===== src/rtl/tpg_pkg.sv =====
package tpg_pkg;

    typedef enum logic [1:0] {
        ST_IDLE = 2'd0,
        ST_WAIT = 2'd1,
        ST_DEAD = 2'd2
    } grp_state_e;

endpackage


===== src/rtl/tpg_regfile.sv =====
module tpg_regfile #(
    parameter int NG   = 4,
    parameter int GW   = 4,
    parameter int SELW = 2,
    parameter int AW   = 3,
    parameter int DW   = 16
) (
    input  logic                 clk,
    input  logic                 rst_n,
    input  logic                 we,
    input  logic [AW-1:0]        addr,
    input  logic [DW-1:0]        wdata,
    output logic [NG-1:0]        nd_we,
    output logic [NG-1:0]        ur_clr,
    output logic [NG-1:0]        en,
    output logic [NG-1:0]        nov,
    output logic [NG*SELW-1:0]   sel,
    output logic [NG*GW-1:0]     inv
);
    localparam int MODEW     = 2*NG + NG*SELW;
    localparam int PW        = NG*GW;
    localparam int ADDR_MODE = NG;
    localparam int ADDR_INV  = NG + 1;
    localparam int ADDR_CLR  = NG + 2;

    logic [MODEW-1:0] mode_q;
    logic [PW-1:0]    inv_q;

    always_ff @(posedge clk or negedge rst_n) begin
        if (!rst_n) begin
            mode_q <= '0;
            inv_q  <= '0;
        end else if (we) begin
            if (addr == AW'(ADDR_MODE)) mode_q <= wdata[MODEW-1:0];
            if (addr == AW'(ADDR_INV))  inv_q  <= wdata[PW-1:0];
        end
    end

    for (genvar g = 0; g < NG; g++) begin : g_dec
        assign nd_we[g]  = we && (addr == AW'(g));
        assign ur_clr[g] = we && (addr == AW'(ADDR_CLR)) && wdata[g];
    end

    assign en  = mode_q[NG-1:0];
    assign nov = mode_q[2*NG-1:NG];
    assign sel = mode_q[2*NG +: NG*SELW];
    assign inv = inv_q;

endmodule


===== src/rtl/tpg_group.sv =====
module tpg_group
    import tpg_pkg::*;
#(
    parameter int GW    = 4,
    parameter int NTRIG = 4,
    parameter int SELW  = 2
) (
    input  logic             clk,
    input  logic             rst_n,
    input  logic             nd_we,
    input  logic [GW-1:0]    nd_wdata,
    input  logic             en,
    input  logic             nov,
    input  logic [SELW-1:0]  sel,
    input  logic [NTRIG-1:0] trig_period,
    input  logic [NTRIG-1:0] trig_dead,
    input  logic             ur_clr,
    output logic [GW-1:0]    out_o,
    output logic             req_o,
    output logic             underrun_o
);
    grp_state_e state_q, state_d;

    logic [GW-1:0] nd_q, out_q, pend_q;
    logic          fresh_q, req_q, ur_q;
    logic          hit_b, hit_a, xfer, rising, dead_done;

    assign hit_b     = trig_period[sel];
    assign hit_a     = trig_dead[sel];
    assign rising    = |(nd_q & ~out_q);
    assign xfer      = en && (state_q != ST_IDLE) && hit_b;
    assign dead_done = en && (state_q == ST_DEAD) && !hit_b && hit_a;

    // state register
    always_ff @(posedge clk or negedge rst_n) begin
        if (!rst_n) state_q <= ST_IDLE;
        else        state_q <= state_d;
    end

    // next-state decode
    always_comb begin
        state_d = state_q;
        unique case (state_q)
            ST_IDLE: if (en) state_d = ST_WAIT;
            ST_WAIT: begin
                if (!en)                        state_d = ST_IDLE;
                else if (hit_b && nov && rising) state_d = ST_DEAD;
            end
            ST_DEAD: begin
                if (!en)        state_d = ST_IDLE;
                else if (hit_b) state_d = (nov && rising) ? ST_DEAD : ST_WAIT;
                else if (hit_a) state_d = ST_WAIT;
            end
            default: state_d = ST_IDLE;
        endcase
    end

    // output and data registers
    always_ff @(posedge clk or negedge rst_n) begin
        if (!rst_n) begin
            nd_q    <= '0;
            out_q   <= '0;
            pend_q  <= '0;
            fresh_q <= 1'b0;
            req_q   <= 1'b0;
            ur_q    <= 1'b0;
        end else begin
            req_q <= xfer;
            if (nd_we) nd_q <= nd_wdata;
            if (nd_we)     fresh_q <= 1'b1;
            else if (xfer) fresh_q <= 1'b0;
            if (xfer && !fresh_q) ur_q <= 1'b1;
            else if (ur_clr)      ur_q <= 1'b0;
            if (xfer) begin
                pend_q <= nd_q;
                out_q  <= (nov && rising) ? (out_q & nd_q) : nd_q;
            end else if (dead_done) begin
                out_q <= pend_q;
            end
        end
    end

    assign out_o      = out_q;
    assign req_o      = req_q;
    assign underrun_o = ur_q;

    AST_HOLD_WITHOUT_EVENT: assert property (@(posedge clk) disable iff (!rst_n)
        (!hit_b && !hit_a) |=> $stable(out_q));
    AST_REQ_FOLLOWS_XFER: assert property (@(posedge clk) disable iff (!rst_n)
        (en && state_q != ST_IDLE && hit_b) |=> req_o);
    AST_NOV_NO_RISE: assert property (@(posedge clk) disable iff (!rst_n)
        (en && nov && state_q == ST_WAIT && hit_b) |=> ((out_q & ~$past(out_q)) == '0));
    AST_IDLE_FROZEN: assert property (@(posedge clk) disable iff (!rst_n)
        (state_q == ST_IDLE) |=> ($stable(out_q) && !req_o));
    AST_UNDERRUN_STICKY: assert property (@(posedge clk) disable iff (!rst_n)
        (ur_q && !ur_clr) |=> ur_q);

endmodule


===== src/rtl/tsync_pattern_gen.sv =====
module tsync_pattern_gen #(
    parameter int NGROUPS = 4,
    parameter int GW      = 4,
    parameter int NTRIG   = 4,
    localparam int SELW   = (NTRIG > 1) ? $clog2(NTRIG) : 1,
    localparam int PW     = NGROUPS * GW,
    localparam int MODEW  = 2*NGROUPS + NGROUPS*SELW,
    localparam int DW     = (MODEW > PW) ? MODEW : PW,
    localparam int AW     = $clog2(NGROUPS + 3)
) (
    input  logic               clk,
    input  logic               rst_n,
    input  logic               reg_we,
    input  logic [AW-1:0]      reg_addr,
    input  logic [DW-1:0]      reg_wdata,
    input  logic [NTRIG-1:0]   trig_period_i,
    input  logic [NTRIG-1:0]   trig_dead_i,
    output logic [PW-1:0]      pins_o,
    output logic [NGROUPS-1:0] xfer_req_o,
    output logic [NGROUPS-1:0] underrun_o
);
    logic [NGROUPS-1:0]      nd_we_w, ur_clr_w, en_w, nov_w;
    logic [NGROUPS*SELW-1:0] sel_w;
    logic [PW-1:0]           inv_w, out_w;

    tpg_regfile #(
        .NG(NGROUPS), .GW(GW), .SELW(SELW), .AW(AW), .DW(DW)
    ) regs_i (
        .clk(clk), .rst_n(rst_n), .we(reg_we), .addr(reg_addr), .wdata(reg_wdata),
        .nd_we(nd_we_w), .ur_clr(ur_clr_w), .en(en_w), .nov(nov_w),
        .sel(sel_w), .inv(inv_w)
    );

    for (genvar g = 0; g < NGROUPS; g++) begin : g_grp
        tpg_group #(.GW(GW), .NTRIG(NTRIG), .SELW(SELW)) grp_i (
            .clk(clk), .rst_n(rst_n),
            .nd_we(nd_we_w[g]), .nd_wdata(reg_wdata[GW-1:0]),
            .en(en_w[g]), .nov(nov_w[g]), .sel(sel_w[g*SELW +: SELW]),
            .trig_period(trig_period_i), .trig_dead(trig_dead_i),
            .ur_clr(ur_clr_w[g]),
            .out_o(out_w[g*GW +: GW]), .req_o(xfer_req_o[g]),
            .underrun_o(underrun_o[g])
        );
    end

    assign pins_o = out_w ^ inv_w;

endmodule


===== config.mk =====
export PLATFORM = sky130hd
export DESIGN_NAME = tsync_pattern_gen
export DESIGN_NICKNAME = d
export VERILOG_FILES = /design/src/rtl/tpg_pkg.sv /design/src/rtl/tpg_regfile.sv /design/src/rtl/tpg_group.sv /design/src/rtl/tsync_pattern_gen.sv
export SDC_FILE = /design/constraint.sdc
export NUM_CORES = 1
export LEC_CHECK = 0
export ABC_AREA = 0
export BUFFER_PORTS_ARGS = -buffer_cell sky130_fd_sc_hd__buf_2
export CORE_ASPECT_RATIO = 1.1
export CORE_UTILIZATION = 54
export CTS_BUF_LIST = sky130_fd_sc_hd__clkbuf_2 sky130_fd_sc_hd__clkbuf_4 sky130_fd_sc_hd__clkbuf_8
export CTS_CLUSTER_DIAMETER = 40
export DETAILED_ROUTE_END_ITERATION = 6
export PLACE_DENSITY = 0.78
export SYNTH_ARGS = -nofsm -noshare
export SYNTH_HDL_FRONTEND = slang
export SYNTH_SLANG_ARGS = --single-unit
export TNS_END_PERCENT = 50

===== constraint.sdc =====
create_clock -name clk -period 1.6 [get_ports clk]
set_input_delay 0.24 -clock clk [delete_from_list [all_inputs] [get_ports clk]]
set_output_delay 0.24 -clock clk [all_outputs]
set_load 0.02 [all_outputs]

==> metrics.md, run 1 <==
| Metric | Value |
|---|---|
| # setup viols final | 27 |
| Core Footprint | 7955 um2 |
| Total placed cells including tap cells | 512 |
| Number of cell rows | 34 |
| Clk sinks | 100 |
| Min Tclk post-route | 1763 ps |
| Clock tree from TritonCTS | yes |
| Cell type contributing the most total cell area after synthesis | sky130_fd_sc_hd__dfrtp_1 |
| Synth Register Bits | 100 |
| Maximum VDD drop | 0.8379 mV |
| H-tree level count | 3 |
| Delay of the slowest cell on the worst path | 590 ps |
| Element type at the critical path end | flop |
| Required time of the worst setup path | 1870 ps |
| Wire per inst | 16.96 um |
| Power Density | 1647 nW/um2 |
| Startpoint Class | flop |
| Synthesized area divided by synthesized cell count | 13.26 um2 |
| Final Max Slew Viols | 0 |
| Number of vias per cell after detailed routing | 5.462 |
| Share of the synthesized area in the top cell type | 56.15% |
| Initial core utilization | 56.02% |
| Slowest cell on the critical path | sky130_fd_sc_hd__mux4_2 |
| Overall routing resource usage | 23.52% |
| P_leak | 2.613 nW |
| Full die area | 8621 um2 |
| Overflow left after global routing | 0 |
| Vertical die dimension | 97.28 um |
| Number of DRC violations after detailed routing | 0 |
| Vias in the first global route | 3032 |
| Maximum capacitance violations | 0 |
| Layout overhead on the synthesized area | 23.36% |
| Count of port buffers added during placement | 53 |
| Number of antenna violations at the first check in global routing | 0 |
| Final non-filler cell area | 5498 um2 |
| Failing checks | negative setup slack |
| Slew of the pin with the lowest slew margin | 412.2 ps |
| Routed Wire Length | 9139 um |
| Total power of the final layout | 9.053 mW |
| Final WS setup | -163.5 ps |
| Setup_tns | -2495 ps |
| First-pass iteration count of the detailed router | 4 |
| Maximum clock frequency | 567.1 MHz |
| Total I/O pin count | 54 |
| Post-synthesis instance area | 4457 um2 |
| Combined area of the multi-input logic cells | 1969 um2 |
| Sequential cell area | 2502 um2 |
| Pin count of the biggest net entering global routing | 48 |
| Antenna Violating Nets Remaining | 0 |
| Number of standard cells after synthesis | 336 |
| Width of the die | 88.62 um |
| Maximum fanout along the worst path | 6 |
| Fillers | 572 |
| Root buffer cell | sky130_fd_sc_hd__clkbuf_8 |
| Vias | 2944 |
| Post-synth EDFFs | 0 |
| Hold crit path type | in2reg |
| Synthesis Warnings | 0 |
| Skew final | 12.74 ps |
| Clock Path Buffers | 2 |
| Number of buffers added by the clock tree synthesis step | 9 |
| Proportion of synthesized chip area in sequential cells | 56.15% |
| ANT cells | 0 |
| Outcome | finished, violations left |
| Most used flip-flop cell after synthesis | sky130_fd_sc_hd__dfrtp_1 |
| HPWL Detailed | 6354 um |
| RSZ-0062 raised after global routing | yes |
| Arrival @ worst endpoint | 2030 ps |
| Clock slew seen by the registers of the worst setup and hold paths | 100 ps |
| Max-slew headroom | 72.16% |
| Critical path class | reg2reg |
| Post-Synthesis Net Count | 366 |
| Place WS | -175.1 ps |
| Gp weighted congestion | 0.8265 |
| Layout cells sized above 1 | 45.94% |
| Top area cells in the synthesized netlist | sky130_fd_sc_hd__dfrtp_1 56%, sky130_fd_sc_hd__mux2_2 11%, sky130_fd_sc_hd__mux2_1 3.3%, sky130_fd_sc_hd__xor2_1 3.1%, sky130_fd_sc_hd__mux4_2 3.0% |
| Placement-stage cell area | 5039 um2 |
| Final Hold Violating Endpoints | 0 |
| Critical Path, Cell by Cell | mux4_2 > nand2_4 > mux2_4 > o22a_1 |
| Post-Layout Cell Count | 539 |
| Async set-or-reset flop fraction in the synthesized netlist | 100.0% |
| Count of unique library cells instantiated by Yosys | 41 |
| DR iter-0 viols | 108 |
| Post-layout net count | 456 |
| Latest clock arrival within the worst-skew pair | 370 ps |
| Global-route wire length before repair | 14990 um |
| Part of the cycle the worst path needs | 110.2% |
-- power by group --
| group | internal (mW) | switching, mW | leakage, nW |
|---|---|---|---|
| combinational | 1.72 | 1.62 | 1.30 |
| sequential | 3.36 | 0.628 | 1.21 |
| clock | 0.796 | 0.933 | 0.110 |
-- worst max-delay path, delay by kind of cell (launching register included) --
family             cells  cell delay [ps]
muxes                  2              910
DFF                    1              410
AOI/OAI and AO/OA      1              190
and+or+nand+nor        1              150
-- layout by cell type, fill, tap and decap left out, drive strengths merged, types with 12 or more instances in the layout --
cell   count
inv       16
o22a      12
nand2     24
dfrtp    100
nor2b     17
nor2      16
mux2      60
buf       90
xor2      16
-- Yosys cell counts, types with 2 or more instances --
| master | instances |
|---|---|
| sky130_fd_sc_hd__dfrtp_1 | 100 |
| sky130_fd_sc_hd__mux2_2 | 43 |
| sky130_fd_sc_hd__nand2_1 | 18 |
| sky130_fd_sc_hd__nor2b_1 | 17 |
| sky130_fd_sc_hd__xor2_1 | 16 |
| sky130_fd_sc_hd__nor2_1 | 15 |
| sky130_fd_sc_hd__mux2_1 | 13 |
| sky130_fd_sc_hd__inv_1 | 12 |
| sky130_fd_sc_hd__o22a_1 | 12 |
| sky130_fd_sc_hd__o21ai_0 | 9 |
| sky130_fd_sc_hd__buf_4 | 8 |
| sky130_fd_sc_hd__mux2i_1 | 7 |
| sky130_fd_sc_hd__a21o_1 | 6 |
| sky130_fd_sc_hd__mux4_2 | 6 |
| sky130_fd_sc_hd__a21oi_1 | 5 |
| sky130_fd_sc_hd__nand2_2 | 5 |
| sky130_fd_sc_hd__mux2_4 | 4 |
| sky130_fd_sc_hd__o21a_1 | 4 |
| sky130_fd_sc_hd__buf_2 | 3 |
| sky130_fd_sc_hd__nand3_1 | 3 |
| sky130_fd_sc_hd__o41ai_1 | 3 |
| sky130_fd_sc_hd__a21boi_1 | 2 |
| sky130_fd_sc_hd__and3_1 | 2 |
| sky130_fd_sc_hd__inv_2 | 2 |
| sky130_fd_sc_hd__mux4_1 | 2 |
| sky130_fd_sc_hd__nand3b_1 | 2 |
| sky130_fd_sc_hd__nand4b_1 | 2 |
| sky130_fd_sc_hd__or4_1 | 2 |
-- final cells by class --
type,instances,share of cell area [%]
Sequential cell,100,45.52
Clock buffer,10,2.503
Timing Repair Buffer,91,11.27
Clock inverter,6,1.434
Inverter,14,1.001
Multi-Input combinational cell,210,35.82
Tap cell,108,2.458
-- timing repair --
item                       4_1_cts  5_1_grt
gates cloned                     0        0
pin swaps                       17        5
hold endpoints to repair        17        0
setup buffers                    6        4
resized for setup               24       16
hold buffers                     1        0
setup endpoints to repair       31       37
-- metal layers --
metal / share of wire [%] / global-route usage [%] / wire [um]
met1: 45 / 30.91 / 4084
met2: 51 / 39.17 / 4644
met3: 3.1 / 3.823 / 286
met4: 1.4 / 8.189 / 125
met5: 0 / 0 / 0
-- through the flow --
stage | util (%) | hold WS, ps
2_1_floorplan | - | -55.59
3_3_place_gp | 63.34 | 138.7
3_5_place_dp | 63.34 | 138.4
4_1_cts | 67.77 | 87.12
5_1_grt | 69.11 | 93.58
6_report | 69.11 | 93.45
-- path summary, 6_finish.rpt --
| path | cells after the start | startpoint | to | slack (ps) |
|---|---|---|---|---|
| min reg2reg | 1 | g_grp[1].grp_i.fresh_q | g_grp[1].grp_i.underrun_o | 470 |
| min in group asynchronous | 2 | rst_n | regs_i.inv[1] | 280 |
| min | 2 | reg_wdata[10] | regs_i.mode_q[10] | 90 |
| max in group asynchronous | 3 | rst_n | g_grp[2].grp_i.state_q[0] | 790 |
| max | 4 | regs_i.mode_q[8] | g_grp[0].grp_i.out_o[3] | -160 |
| max reg2reg | 4 | regs_i.mode_q[8] | g_grp[0].grp_i.out_o[3] | -160 |
-- registers in the layout (all words and copies together) (netlist names) --
name,flops
g_grp.grp_i.out_o,16
g_grp.grp_i.pend_q,16
g_grp.grp_i.fresh_q,4
g_grp.grp_i.req_o,4
g_grp.grp_i.nd_q,16
g_grp.grp_i.state_q,8
regs_i.inv,16
regs_i.mode_q,16
g_grp.grp_i.underrun_o,4
-- cell families (layout without fill, tap and decap cells) --
| group | Yosys count | after routing | share of synthesized area [%] |
|---|---|---|---|
| AO/OA/AOI/OAI | 45 | 45 | 7.327 |
| XOR/XNOR | 17 | 17 | 3.341 |
| buffers and inverters | 26 | 121 | 2.948 |
| flip-flops | 100 | 100 | 56.15 |
| multiplexers | 75 | 75 | 21.28 |
| AND/OR/NAND/NOR | 73 | 73 | 8.955 |
No activity file was read; power rests on OpenSTA's default activity.
==> run 2: changes to the inputs <==
- CORE_UTILIZATION: 54 -> 52
- CTS_BUF_LIST: sky130_fd_sc_hd__clkbuf_2 sky130_fd_sc_hd__clkbuf_4 sky130_fd_sc_hd__clkbuf_8 -> default
- PLACE_DENSITY: 0.78 -> 0.75
- SKIP_CTS_REPAIR_TIMING: default -> 1
==> metrics.md, run 2 (synthesis results as in run 1) <==
| Metric | Value |
|---|---|
| Vias in the first global route | 3085 |
| Clock Path Buffers | 2 |
| Global-route wire length before repair | 14800 um |
| Gp weighted congestion | 0.7871 |
| Destination of the worst register-to-register timing path | g_grp[0].grp_i.out_o[3] |
| Number of cell rows | 35 |
| Final worst hold slack | 105.1 ps |
| Maximum clock frequency | 563.5 MHz |
| Reg-to-reg startpoint | regs_i.mode_q[8] |
| Total power of the final layout | 8.791 mW |
| Pin count of the biggest net entering global routing | 101 |
| Antenna Violating Nets Remaining | 0 |
| Number of DRC violations after detailed routing | 0 |
| Clk sinks | 100 |
| Final Hold Violating Endpoints | 0 |
| Maximum VDD drop | 0.9514 mV |
| Maximum capacitance violations | 0 |
| Count of port buffers added during placement | 53 |
| Initial core utilization | 53.28% |
| Wire per inst | 16.88 um |
| ANT cells | 0 |
| Part of the cycle the worst path needs | 110.9% |
| RSZ-0062 raised after global routing | yes |
| # setup viols final | 31 |
| Post-layout net count | 447 |
| Full die area | 8945 um2 |
| Clock tree from TritonCTS | yes |
| Arrival @ worst endpoint | 2040 ps |
| Most frequent standard cell in the layout excluding fill and tap cells | sky130_fd_sc_hd__dfrtp_1 |
| Failing checks | negative setup slack |
| Vias | 2898 |
| Total I/O pin count | 54 |
| Critical path class | reg2reg |
| Required time of the worst setup path | 1860 ps |
| Overall routing resource usage | 21.53% |
| Clock slew seen by the registers of the worst setup and hold paths | 110 ps |
| DR iter-0 viols | 117 |
| Worst reg2reg path depth | 4 |
| Number of buffers added by the clock tree synthesis step | 9 |
| Slew of the pin with the lowest slew margin | 521.9 ps |
| Register-to-register setup slack | -170 ps |
| Power Density | 1634 nW/um2 |
| Placement-stage cell area | 5020 um2 |
| Final non-filler cell area | 5381 um2 |
| Crit. Startpoint | regs_i.mode_q[8] |
| H-tree level count | 3 |
| Fillers | 640 |
| Startpoint Class | flop |
| Capturing instance or port of the critical path | g_grp[0].grp_i.out_o[3] |
| Core Footprint | 8364 um2 |
| Final WS setup | -174.6 ps |
| HPWL Detailed | 6195 um |
| Number of vias per cell after detailed routing | 5.437 |
| P_leak | 2.535 nW |
| Maximum fanout along the worst path | 6 |
| Post-Layout Cell Count | 533 |
| Width of the die | 90.27 um |
| Overflow left after global routing | 0 |
| Number of antenna violations at the first check in global routing | 0 |
| Setup_tns | -3015 ps |
| Place WS | -191.0 ps |
| Routed Wire Length | 8995 um |
| Most frequent cells in the layout | 99 x sky130_fd_sc_hd__dfrtp_1, 52 x sky130_fd_sc_hd__buf_2, 43 x sky130_fd_sc_hd__mux2_2, 23 x sky130_fd_sc_hd__buf_4, 18 x sky130_fd_sc_hd__nand2_1 |
| Layout overhead on the synthesized area | 20.75% |
| Skew final | 16.49 ps |
| Latest clock arrival within the worst-skew pair | 360 ps |
| Layout cells sized above 1 | 44.31% |
| Post-layout utilization of the core | 64.34% |
| Min Tclk post-route | 1775 ps |
| First-pass iteration count of the detailed router | 4 |
| Total placed cells including tap cells | 512 |
| Outcome | finished, violations left |
| Final Max Slew Viols | 0 |
| Vertical die dimension | 99.10 um |
| Hold crit path type | in2reg |
| Element type at the critical path end | flop |
| Root buffer cell | sky130_fd_sc_hd__clkbuf_8 |
| Max-slew headroom | 65.21% |
[run 2: area by class of cell]
cell class                      instances  area [um2]  share of cell area [%]
Clock buffer                           10       127.6                   2.372
Sequential cell                       100        2504                   46.52
Tap cell                              111       138.9                   2.581
Clock inverter                          6       55.05                   1.023
Inverter                               14       55.05                   1.023
Timing Repair Buffer                   82       536.8                   9.974
Multi-Input combinational cell        210        1964                   36.50
[run 2: metal layers]
metal | up-vias | GRT usage, % | wire length [um]
met4 | 0 | 7.816 | 88
met2 | 71 | 36.52 | 4556
li1 | 1341 | - | -
met3 | 9 | 4.817 | 314
met5 | - | 0 | 0
met1 | 1477 | 27.38 | 4037
[run 2: where the power goes]
part	switching, mW	total, mW	internal [mW]
Combinational	1.61	3.28	1.67
Clock	0.926	1.52	0.597
Sequential	0.628	3.99	3.36
Total	3.16	8.79	5.63
[run 2: worst max-delay path, cell delays in order, from the launching register on]
cell,delay [ps]
sky130_fd_sc_hd__dfrtp_1,410
sky130_fd_sc_hd__mux4_2,600
sky130_fd_sc_hd__nand2_4,160
sky130_fd_sc_hd__mux2_4,320
sky130_fd_sc_hd__o22a_1,190
[run 2: how the worst min path moves through the flow]
stage                        from                endpoint  slack [ps]  cells after the start
finish              reg_wdata[10]       regs_i.mode_q[10]         110                      2
global route        reg_wdata[10]       regs_i.mode_q[10]         100                      2
CTS                         rst_n    g_grp[0].grp_i.req_o         -60                      2
detailed placement          rst_n    g_grp[0].grp_i.req_o         340                      2
global placement            rst_n    g_grp[0].grp_i.req_o         340                      2
floorplan                   rst_n  g_grp[0].grp_i.fresh_q         -60                      0
==> run 3: changes to the inputs <==
- CORE_UTILIZATION: 52 -> 60
- PLACE_DENSITY: 0.75 -> 0.82
- clock period: 1.6 -> 2.14 ns (I/O delays scaled with it)
==> metrics.md, run 3 (synthesis results as in run 1) <==
| Metric | Value |
|---|---|
| Final WS setup | 274.1 ps |
| Fillers | 496 |
| Slew of the pin with the lowest slew margin | 691.3 ps |
| Register-to-register setup slack | 270 ps |
| P_leak | 2.395 nW |
| Latest clock arrival within the worst-skew pair | 360 ps |
| Root buffer cell | sky130_fd_sc_hd__clkbuf_8 |
| Overflow left after global routing | 0 |
| Post-layout utilization of the core | 71.08% |
| Routed Wire Length | 8738 um |
| Core Footprint | 7087 um2 |
| Width of the die | 84.18 um |
| Max-slew headroom | 53.31% |
| Total placed cells including tap cells | 470 |
| Number of DRC violations after detailed routing | 8 |
| Gp weighted congestion | 0.8054 |
| Total power of the final layout | 6.200 mW |
| Required time of the worst setup path | 2390 ps |
| Vertical die dimension | 92.39 um |
| Number of buffers added by the clock tree synthesis step | 9 |
| Vias in the first global route | 2937 |
| Count of port buffers added during placement | 53 |
| DR iter-0 viols | 182 |
| Most frequent standard cell in the layout excluding fill and tap cells | sky130_fd_sc_hd__dfrtp_1 |
| Total I/O pin count | 54 |
| Skew final | 9.474 ps |
| Number of vias per cell after detailed routing | 5.819 |
| Final Hold Violating Endpoints | 0 |
| HPWL Detailed | 6219 um |
| Clock Path Buffers | 2 |
| First-pass iteration count of the detailed router | 6 |
| Part of the cycle the worst path needs | 87.19% |
| Final worst hold slack | 184.2 ps |
| Antenna Violating Nets Remaining | 0 |
| H-tree level count | 3 |
| Wire per inst | 17.94 um |
| Outcome | finished, violations left |
| Clk sinks | 100 |
| Layout cells sized above 1 | 34.83% |
| Clock slew seen by the registers of the worst setup and hold paths | 100 ps |
| Full die area | 7777 um2 |
| Overall routing resource usage | 24.76% |
| Clock tree from TritonCTS | yes |
| Maximum clock frequency | 535.9 MHz |
| Global-route wire length before repair | 14490 um |
| # setup viols final | 0 |
| Post-layout net count | 427 |
| Post-Layout Cell Count | 487 |
| Number of antenna violations at the first check in global routing | 0 |
| Layout overhead on the synthesized area | 13.03% |
| Element type at the critical path end | flop |
| Initial core utilization | 62.89% |
| Startpoint Class | flop |
| Failing checks | design-rule violations |
| Pin count of the biggest net entering global routing | 44 |
| Place WS | 273.7 ps |
| Arrival @ worst endpoint | 2120 ps |
| Placement-stage cell area | 4837 um2 |
| Power Density | 1231 nW/um2 |
| Critical path class | reg2reg |
| Most frequent cells in the layout | 100 x sky130_fd_sc_hd__dfrtp_1, 52 x sky130_fd_sc_hd__buf_2, 43 x sky130_fd_sc_hd__mux2_2, 18 x sky130_fd_sc_hd__nand2_1, 17 x sky130_fd_sc_hd__nor2b_1 |
| Final Max Slew Viols | 0 |
| Maximum VDD drop | 0.6087 mV |
| Maximum fanout along the worst path | 8 |
| Final non-filler cell area | 5037 um2 |
| RSZ-0062 raised after global routing | no |
| Maximum capacitance violations | 0 |
| Setup_tns | 0 ps |
| Vias | 2834 |
| Number of cell rows | 32 |
| Hold crit path type | in2reg |
| ANT cells | 0 |
| Min Tclk post-route | 1866 ps |
-- run 3: worst paths after layout --
path | depth (start not counted) | start | end
worst max-delay path | 4 | regs_i.mode_q[8] | g_grp[0].grp_i.out_o[1]
worst min-delay path | 2 | reg_wdata[6] | regs_i.mode_q[6]
worst max register to register | 4 | regs_i.mode_q[8] | g_grp[0].grp_i.out_o[1]
worst min register to register | 1 | g_grp[3].grp_i.fresh_q | g_grp[3].grp_i.underrun_o
max in group asynchronous | 3 | rst_n | g_grp[0].grp_i.underrun_o
min in group asynchronous | 2 | rst_n | g_grp[0].grp_i.nd_q[3]
-- run 3: cell type report --
type	count	area [um2]	share of cell area, %
clock buffer	10	127.6	2.534
timing repair buffer	62	362.8	7.203
inverter	14	52.55	1.043
sequential	100	2502	49.68
tap	85	106.4	2.111
multi-input combinational	210	1823	36.19
clock inverter	6	62.56	1.242
-- run 3: report_power, final --
group | leakage [nW] | switching (mW) | internal [mW] | total, mW
Combinational | 1.09 | 1.08 | 0.966 | 2.05
Sequential | 1.21 | 0.440 | 2.51 | 2.95
Clock | 0.101 | 0.656 | 0.544 | 1.20
Total | 2.40 | 2.18 | 4.02 | 6.20
-- run 3: worst max-delay path, cell delays in order (launching register included) --
cell and delay, ps:
sky130_fd_sc_hd__dfrtp_1 420, sky130_fd_sc_hd__mux4_2 580, sky130_fd_sc_hd__nand2_2 200, sky130_fd_sc_hd__mux2_1 370
sky130_fd_sc_hd__o22a_1 180
-- run 3: per-layer routing --
metal / share of wire, % / vias up / GRT usage (%)
met5: 0 / - / 0
met4: 1.4 / 0 / 8.190
met3: 3.7 / 10 / 4.278
met2: 50 / 74 / 41.39
met1: 45 / 1445 / 33.19
li1: - / 1305 / -
